`src/rtl/srst_pkg.sv`:
```
package srst_pkg;

  localparam int unsigned ADDR_W = 12;

  // Byte address of the set/status register of a bank
  function automatic logic [ADDR_W-1:0] set_reg_addr(input int unsigned bank);
    case (bank)
      0: set_reg_addr = 12'h0A0;
      1: set_reg_addr = 12'h0A8;
      2: set_reg_addr = 12'h0B0;
      3: set_reg_addr = 12'h0B8;
      4: set_reg_addr = 12'h0BC;
      5: set_reg_addr = 12'h0C4;
      6: set_reg_addr = 12'h1C8;
      7: set_reg_addr = 12'h1CC;
      default: set_reg_addr = 12'h920 + ADDR_W'(4 * (bank - 8));
    endcase
  endfunction

  // Byte address of the write-one release register of a bank
  function automatic logic [ADDR_W-1:0] rel_reg_addr(input int unsigned bank);
    rel_reg_addr = 12'h940 + ADDR_W'(4 * bank);
  endfunction

endpackage

```
`src/rtl/srst_sync.sv`:
```
module srst_sync (
  input  logic clk,
  input  logic rst_n,
  input  logic async_in,
  output logic rise_tick
);
  logic meta_q, sync_q, prev_q;

  always_ff @(posedge clk or negedge rst_n) begin
    if (!rst_n) begin
      meta_q <= 1'b0;
      sync_q <= 1'b0;
      prev_q <= 1'b0;
    end else begin
      meta_q <= async_in;
      sync_q <= meta_q;
      prev_q <= sync_q;
    end
  end

  assign rise_tick = sync_q & ~prev_q;
endmodule

```
`src/rtl/srst_decode.sv`:
```
module srst_decode
  import srst_pkg::*;
#(
  parameter int unsigned NUM_BANKS = 12,
  parameter int unsigned BANK_W    = 32
) (
  input  logic                          wen,
  input  logic [ADDR_W-1:0]             addr,
  input  logic [BANK_W-1:0]             wdata,
  input  logic [NUM_BANKS*BANK_W-1:0]   held,
  output logic [NUM_BANKS*BANK_W-1:0]   set_mask,
  output logic [NUM_BANKS*BANK_W-1:0]   clr_mask,
  output logic [BANK_W-1:0]             rdata,
  output logic                          rd_rel_hit
);
  logic [NUM_BANKS-1:0] set_hit, rel_hit;

  for (genvar b = 0; b < NUM_BANKS; b++) begin : g_bank
    assign set_hit[b] = (addr == set_reg_addr(b));
    assign rel_hit[b] = (addr == rel_reg_addr(b));
    assign set_mask[b*BANK_W +: BANK_W] = (wen && set_hit[b]) ? wdata : '0;
    assign clr_mask[b*BANK_W +: BANK_W] = (wen && rel_hit[b]) ? wdata : '0;
  end

  always_comb begin
    rdata = '0;
    for (int b = 0; b < NUM_BANKS; b++) begin
      if (set_hit[b]) rdata = rdata | held[b*BANK_W +: BANK_W];
    end
  end

  assign rd_rel_hit = |rel_hit;
endmodule

```
`src/rtl/srst_bank.sv`:
```
module srst_bank #(
  parameter int unsigned BANK_W    = 32,
  parameter int unsigned MIN_TICKS = 2
) (
  input  logic              clk,
  input  logic              rst_n,
  input  logic              slow_tick,
  input  logic [BANK_W-1:0] set_bits,
  input  logic [BANK_W-1:0] clr_bits,
  output logic [BANK_W-1:0] held,
  output logic [BANK_W-1:0] pend
);
  localparam int unsigned AGE_W = $clog2(MIN_TICKS + 1);
  localparam logic [AGE_W-1:0] AGE_DONE = AGE_W'(MIN_TICKS);

  logic [AGE_W-1:0] age [BANK_W];

  always_ff @(posedge clk or negedge rst_n) begin
    if (!rst_n) begin
      held <= '0;
      pend <= '0;
      for (int i = 0; i < BANK_W; i++) age[i] <= '0;
    end else begin
      for (int i = 0; i < BANK_W; i++) begin
        if (set_bits[i]) begin
          held[i] <= 1'b1;
          pend[i] <= 1'b0;
          age[i]  <= '0;
        end else if (held[i]) begin
          if ((pend[i] || clr_bits[i]) && age[i] == AGE_DONE) begin
            held[i] <= 1'b0;
            pend[i] <= 1'b0;
            age[i]  <= '0;
          end else begin
            pend[i] <= pend[i] | clr_bits[i];
            if (slow_tick && age[i] != AGE_DONE) age[i] <= age[i] + 1'b1;
          end
        end
      end
    end
  end
endmodule

```
`src/rtl/srst_ctrl.sv`:
```
module srst_ctrl
  import srst_pkg::*;
#(
  parameter int unsigned NUM_BANKS = 12,
  parameter int unsigned BANK_W    = 32,
  parameter int unsigned MIN_TICKS = 2
) (
  input  logic                        clk,
  input  logic                        rst_n,
  input  logic                        slow_clk,
  input  logic                        bus_wen,
  input  logic [ADDR_W-1:0]           bus_addr,
  input  logic [BANK_W-1:0]           bus_wdata,
  output logic [BANK_W-1:0]           bus_rdata,
  output logic [NUM_BANKS*BANK_W-1:0] rst_o
);
  localparam int unsigned NMOD = NUM_BANKS * BANK_W;

  logic            slow_tick;
  logic [NMOD-1:0] set_mask, clr_mask, held, pend;
  logic            rd_rel_hit;

  srst_sync u_sync (
    .clk(clk), .rst_n(rst_n), .async_in(slow_clk), .rise_tick(slow_tick)
  );

  srst_decode #(.NUM_BANKS(NUM_BANKS), .BANK_W(BANK_W)) u_dec (
    .wen(bus_wen), .addr(bus_addr), .wdata(bus_wdata), .held(held),
    .set_mask(set_mask), .clr_mask(clr_mask),
    .rdata(bus_rdata), .rd_rel_hit(rd_rel_hit)
  );

  for (genvar b = 0; b < NUM_BANKS; b++) begin : g_bank
    srst_bank #(.BANK_W(BANK_W), .MIN_TICKS(MIN_TICKS)) u_bank (
      .clk(clk), .rst_n(rst_n), .slow_tick(slow_tick),
      .set_bits(set_mask[b*BANK_W +: BANK_W]),
      .clr_bits(clr_mask[b*BANK_W +: BANK_W]),
      .held(held[b*BANK_W +: BANK_W]),
      .pend(pend[b*BANK_W +: BANK_W])
    );
  end

  assign rst_o = held;
endmodule

```
`config.mk`:
```
export PLATFORM = sky130hd
export DESIGN_NAME = srst_ctrl
export DESIGN_NICKNAME = d
export VERILOG_FILES = /design/src/rtl/srst_pkg.sv /design/src/rtl/srst_sync.sv /design/src/rtl/srst_decode.sv /design/src/rtl/srst_bank.sv /design/src/rtl/srst_ctrl.sv
export SDC_FILE = /design/constraint.sdc
export NUM_CORES = 2
export LEC_CHECK = 0
export BUFFER_PORTS_ARGS = -buffer_cell sky130_fd_sc_hd__buf_2
export CAP_MARGIN = 0
export CORE_MARGIN = 2
export CORE_UTILIZATION = 45
export CTS_CLUSTER_DIAMETER = 150
export DETAILED_ROUTE_END_ITERATION = 8
export PLACE_DENSITY = 0.62
export SYNTH_ARGS = -nofsm -noshare
export SYNTH_HDL_FRONTEND = slang
export SYNTH_SLANG_ARGS = --single-unit
export TNS_END_PERCENT = 20
```
`constraint.sdc`:
```
create_clock -name clk -period 3.94 [get_ports clk]
set_clock_uncertainty 0.1 [all_clocks]
set_input_delay 0.788 -clock clk [delete_from_list [all_inputs] [get_ports clk]]
set_output_delay 0.788 -clock clk [all_outputs]
set_load 0.03 [all_outputs]
```
After elaboration in Yosys (flattened, before gate mapping)
Cells that the tools add are included.
{"block": "totals", "regBits": 1539, "input_bits": 48, "out_inout_bits": 416, "wordCells": 8560}
{"block": "op_classes", "add_sub_neg": 384, "n_eq_ne": 792, "muxes": 3876, "n_bitwise": 397, "n_reduce_logical": 2328}
{"cell": "2-to-1 mux 2 bit", "count": 1536}
{"cell": "2-to-1 mux 1 bit", "count": 2304}
{"cell": "2-to-1 mux 32 bit", "count": 36}
{"cell": "nonzero test 3 bit", "count": 384}
{"cell": "logical AND 1 bit", "count": 792}
{"cell": "adder 2 x 1 -> 2 bit, second input constant", "count": 384}
{"cell": "equality test 2 bit, second input constant", "count": 384}
{"cell": "!= test 2 bit, second input constant", "count": 384}
{"cell": "AND reduction 2 bit", "count": 384}
{"cell": "nonzero test 2 bit", "count": 384}
{"cell": "logical OR 1 bit", "count": 384}
{"cell": "OR 1 bit", "count": 384}
{"cell": "OR 32 bit", "count": 11}
{"cell": "equality test 12 bit, second input constant", "count": 16}
{"cell": "equality test 12 x 8 -> 1 bit, second input constant", "count": 6}
{"cell": "equality test 12 x 9 -> 1 bit, second input constant", "count": 2}
{"cell": "bitwise AND 1 bit", "count": 1}
{"cell": "NOT 1 bit", "count": 1}

Depth between registers and ports, before layout
{"block": "depth", "ltp_word": 24, "ltp_mapped": 10, "mapped_depth_nobuf": 5}

By module
Synthesis repeated with hierarchy kept, for this count alone.
{"block": "hier_totals", "hier_cells": 8430, "hier_area_um2": 81579.5}
{"module": "srst_bank", "instances": 12, "cells_per_inst": 586, "area_per_inst_um2": 6028.3, "seq_area_each_um2": 3203.1}
{"module": "srst_decode", "instances": 1, "cells_per_inst": 1394, "area_per_inst_um2": 9151.3, "seq_area_each_um2": 0.0}
{"module": "srst_sync", "instances": 1, "cells_per_inst": 4, "area_per_inst_um2": 88.8, "seq_area_each_um2": 75.1}

Least setup slack after synthesis
Ideal clock, no wire load.
{"block": "synth_timing", "path_type": "input-to-output", "from": "in bus_addr[9]", "to": "out bus_rdata[27]", "t_arrival_ns": 2.842, "required_time_ns": 3.052, "slack_ns": 0.210, "cell_stages": 8, "path_cell_list": "or4b_1 -> clkbuf_1 -> or2_1 -> buf_2 -> nor2_1 -> clkbuf_1 -> a22oi_1 -> nand3_1"}
{"block": "synth_via", "elab_chain_len": 24, "word_cells_on_any_way": 35, "cone_classes": "eq/ne: 12; mux: 12; bitwise: 11"}
{"element": "start: declaration", "line_no": "srst_ctrl.sv:12", "source": "input logic [ADDR_W-1:0] bus_addr,"}
{"element": "equality test 12 x 8 -> 1 bit", "line_no": "srst_decode.sv:19", "source": "assign set_hit[b] = (addr == set_reg_addr(b));"}
{"element": "2-to-1 mux 32 bit", "line_no": "srst_decode.sv:28", "source": "if (set_hit[b]) rdata = rdata | held[b*BANK_W +: BANK_W];"}
{"element": "OR 32 bit", "line_no": "srst_decode.sv:28"}
{"element": "2-to-1 mux 32 bit", "line_no": "srst_decode.sv:28"}
{"element": "OR 32 bit", "line_no": "srst_decode.sv:28"}
{"element": "2-to-1 mux 32 bit", "line_no": "srst_decode.sv:28"}
{"element": "OR 32 bit", "line_no": "srst_decode.sv:28"}
{"element": "2-to-1 mux 32 bit", "line_no": "srst_decode.sv:28"}
{"element": "[... 8 more ...]"}
{"element": "OR 32 bit", "line_no": "srst_decode.sv:28"}
{"element": "2-to-1 mux 32 bit", "line_no": "srst_decode.sv:28"}
{"element": "OR 32 bit", "line_no": "srst_decode.sv:28"}
{"element": "2-to-1 mux 32 bit", "line_no": "srst_decode.sv:28"}
{"element": "OR 32 bit", "line_no": "srst_decode.sv:28"}
{"element": "2-to-1 mux 32 bit", "line_no": "srst_decode.sv:28"}
{"element": "OR 32 bit", "line_no": "srst_decode.sv:28"}
{"element": "2-to-1 mux 32 bit *", "line_no": "srst_decode.sv:28"}
{"element": "end: declaration", "line_no": "srst_ctrl.sv:14", "source": "output logic [BANK_W-1:0] bus_rdata,"}
Every way passes the cells marked *; elsewhere a longest branch is shown, timed or not.

Worst setup path in the final report
{"block": "layout_timing", "from": "in bus_addr[5]", "to": "out bus_rdata[4]"}
The elaborated chain is that of the path after synthesis.

==> key figures <==
Cells and area
  – Layout area overhead: 14.8%
  – Final core occ: 51.8%
  – Nets: approximately 10000
  – FILL cells: between 15000 and 20000
  – Storage cell area: 0.0385 mm2
  – Layout cells sized above 1: 12.7%
  – Multi-input logic area: 0.0406 mm2

Setup path
  – Worst Setup Path Type: in -> out
  – Worst setup EP type: output port
  – Crit path max fanout: 9
  – R2R setup slack: 1390 ps
  – Worst Path Required: 3050 ps
  – R2r endpoint: g_bank[2].u_bank.age[45]
  – CP Launch Type: input pin
  – R2r startpoint: u_sync.sync_q
  – Critical path arrival: 3050 ps
  – CP startpoint: bus_addr[5]
  – R2r worst-path depth: 5

Logic synthesis
  – Syn Nets: 9623
  – Sequential-to-total area share from yosys stat: a little under half
  – Area leader, netlist: dfrtp_1
  – Synth Instances: between 9000 and 10000
  – Yosys reg bits: 1539
  – Cell Area, Synth: just over 0.08 mm2
  – Most common cell in the netlist: nand2_1
  – Yosys cell types: 71
  – Avg Cell Area, Syn: 8.60 um2
  – Largest cells by area after synthesis: dfrtp_1 47%, a21oi_1 8.0%, nand2_1 7.3%
  – Synth async-reset ratio: 100%
  – Post-synth top area share: 46.8%
  – Synth Warn #: 0
  – EDFF count, synth: 0
  – Post-synth top cells: 1611 x nand2_1, 1539 x dfrtp_1, 1317 x a21oi_1
  – Ys flop type: dfrtp_1

Clock tree
  – H-tree depth: 4
  – Root Driver: clkbuf_16
  – Sink Count: 1539
  – CTS Buf Count: 173
  – CTS Buffer Depth: 3
  – Worst skew pair latency: 850 ps
  – TritonCTS clock tree: built
  – Worst-path clk slew: 60 ps

Route
  – Initial DRC count: 8226
  – Drc violations: 0
  – Drt via density: 6.34
  – Drt wl/cell: 23.7 um
  – Post-route ant nets: 0
  – Via count: 78400
  – Detailed Routing Iterations Pass 1: 7
  – Overall routed net length: 293000 um

Timing
  – Fin. Hold Viols: 0
  – Slew @ Worst Pin: between 1000 and 1500 ps
  – Period utilization: 99.9%
  – Setup violators final: 0
  – RSZ-0062 raised after global routing: false
  – Slew headroom: 26.9%
  – Fin. max-slew vios: 0
  – Fmax: 254 MHz
  – Final min period: 3930 ps

Global routing
  – Vias in the first global route: 71600
  – First-pass GRT wire length: 441000 um
  – Antenna violations before repair: 22
  – Largest net degree at the start of global routing: 129
  – Total track usage: between 30% and 40%
  – Grt total ovfl: 0

Floorplan
  – IO Count: 464
  – Initial Util: 45.1%
  – Number of core rows: 157
  – Core area: 0.182 mm2
  – Chip Width: 432 um
  – Die H: 432 um
  – Die area: 0.186 mm2

Hold path
  – Hold Path Class: reg -> reg
  – Hold depth: 0
  – Hold EP: u_sync.sync_q
  – Worst hold start: u_sync.meta_q

Outcome
  – Status: finished clean

Power and ir drop
  – VDD IR-drop max: 0.000417 V
  – Power, Total: 38800 uW
  – PwrDens: 410 mW/mm2
  – Lkg Pwr: slightly above 0.04 uW

Job
  – Max_cap viols: 0

Placed design
  – DP HPWL: about 200000 um
  – Port Buffers: 463
  – Final Wtd Congestion: 0.895
layer usage:
layer  vias up  GRT usage, %  share of wire, %
met1     38600          40.9                41
li1      35900             -                 -
met3       672          6.21               8.4
met2      3220          46.4                44
met4         3          17.3               6.0
met5         -             0            0.0079
registers in the layout, indices dropped and copies added, names as in the netlist:
register and flops:
g_bank.u_bank.age 768, u_sync.meta_q 1, u_sync.sync_q 1, g_bank.u_bank.held 384, u_sync.prev_q 1, g_bank.u_bank.pend 384
metrics by stage:
stage | instance area [um2] | setup slack [ps] | setup TNS, ps | hold slack, ps | std cells
3_3_place_gp | 88500 | -136 | -477 | 233 | 12000
3_5_place_dp | 88500 | -115 | -415 | 236 | 12000
4_1_cts | 94500 | -56.5 | -68.8 | 184 | 12400
2_1_floorplan | 82400 | 210 | 0 | 231 | 9575
6_report | 94600 | 5.01 | 0 | 250 | 12400
5_1_grt | 94500 | 11.0 | 0 | 243 | 12400
cell families (layout without fill, tap and decap cells):
logic type             count (synthesis)  in the layout  share of synthesized area (%)
buffers and inverters                887           1284                           4.35
other                                  0             16                              0
AO/OA/AOI/OAI                       3726           3726                           28.5
flip-flops                          1539           1539                           46.8
AND/OR/NAND/NOR                     3317           3317                           18.6
multiplexers                         106            106                           1.81
repair_timing:
action                                 in CTS  in global routing
gates resized for setup                     4                  8
endpoints found under the hold margin      19                  0
hold buffers                                2                  0
setup endpoints to repair                   7                 15
buffers inserted                            0                  2
pin swaps                                   1                  2
critical path, cell delays in order:
cell,delay (ps)
buf_2,150
or4b_2,740
nor4_4,280
buf_4,180
buf_4,240
a222oi_1,160
nand3_1,250
buf_2,250
power breakdown:
| group | internal (uW) | total (uW) | switching, uW | leakage [uW] |
|---|---|---|---|---|
| combinational | 1710 | 4240 | 2520 | 0.0201 |
| sequential | 16700 | 17700 | 1070 | 0.0185 |
| clock | 9720 | 16800 | 7090 | 0.00290 |
| total | 28100 | 38800 | 10700 | 0.0415 |
worst max path at each step:
stage | end | cells after the start
after global routing | bus_rdata[12] | 9
after floorplan | bus_rdata[27] | 8
after detailed placement | bus_rdata[12] | 9
final | bus_rdata[4] | 8
after global placement | bus_rdata[12] | 9
after CTS | bus_rdata[21] | 9
area by class of cell:
cell class / instances / area share, %
well taps: 2385 / 3.16
diodes: 16 / 0.0423
multi-input cells: 7149 / 43.0
repair buffers: 784 / 6.14
clock buffers: 265 / 5.53
inverters: 184 / 0.730
clock inverters: 51 / 0.712
flip-flops and latches: 1539 / 40.7
layout by cell type (no fill, tap or decap), drive strengths merged, types with 16 or more instances in the layout:
| master | n |
|---|---|
| and3 | 77 |
| mux2i | 48 |
| buf | 782 |
| dfrtp | 1539 |
| a221oi | 281 |
| nand2b | 79 |
| nand3 | 156 |
| a21o | 147 |
| o22ai | 60 |
| nor3 | 525 |
| a32o | 75 |
| nand2 | 1611 |
| mux4 | 32 |
| mux2 | 26 |
| nor3b | 73 |
| diode | 16 |
| inv | 190 |
| clkbuf | 265 |
| nor2 | 416 |
| a222oi | 17 |
| a21boi | 44 |
| a31o | 81 |
| nand3b | 61 |
| a22oi | 280 |
| clkinv | 33 |
| nor2b | 214 |
| or3b | 17 |
| a21oi | 1317 |
| a211oi | 99 |
| a31oi | 348 |
| o21ai | 707 |
| a22o | 216 |
| nor4 | 16 |
Power figures use the tool's default switching activity.
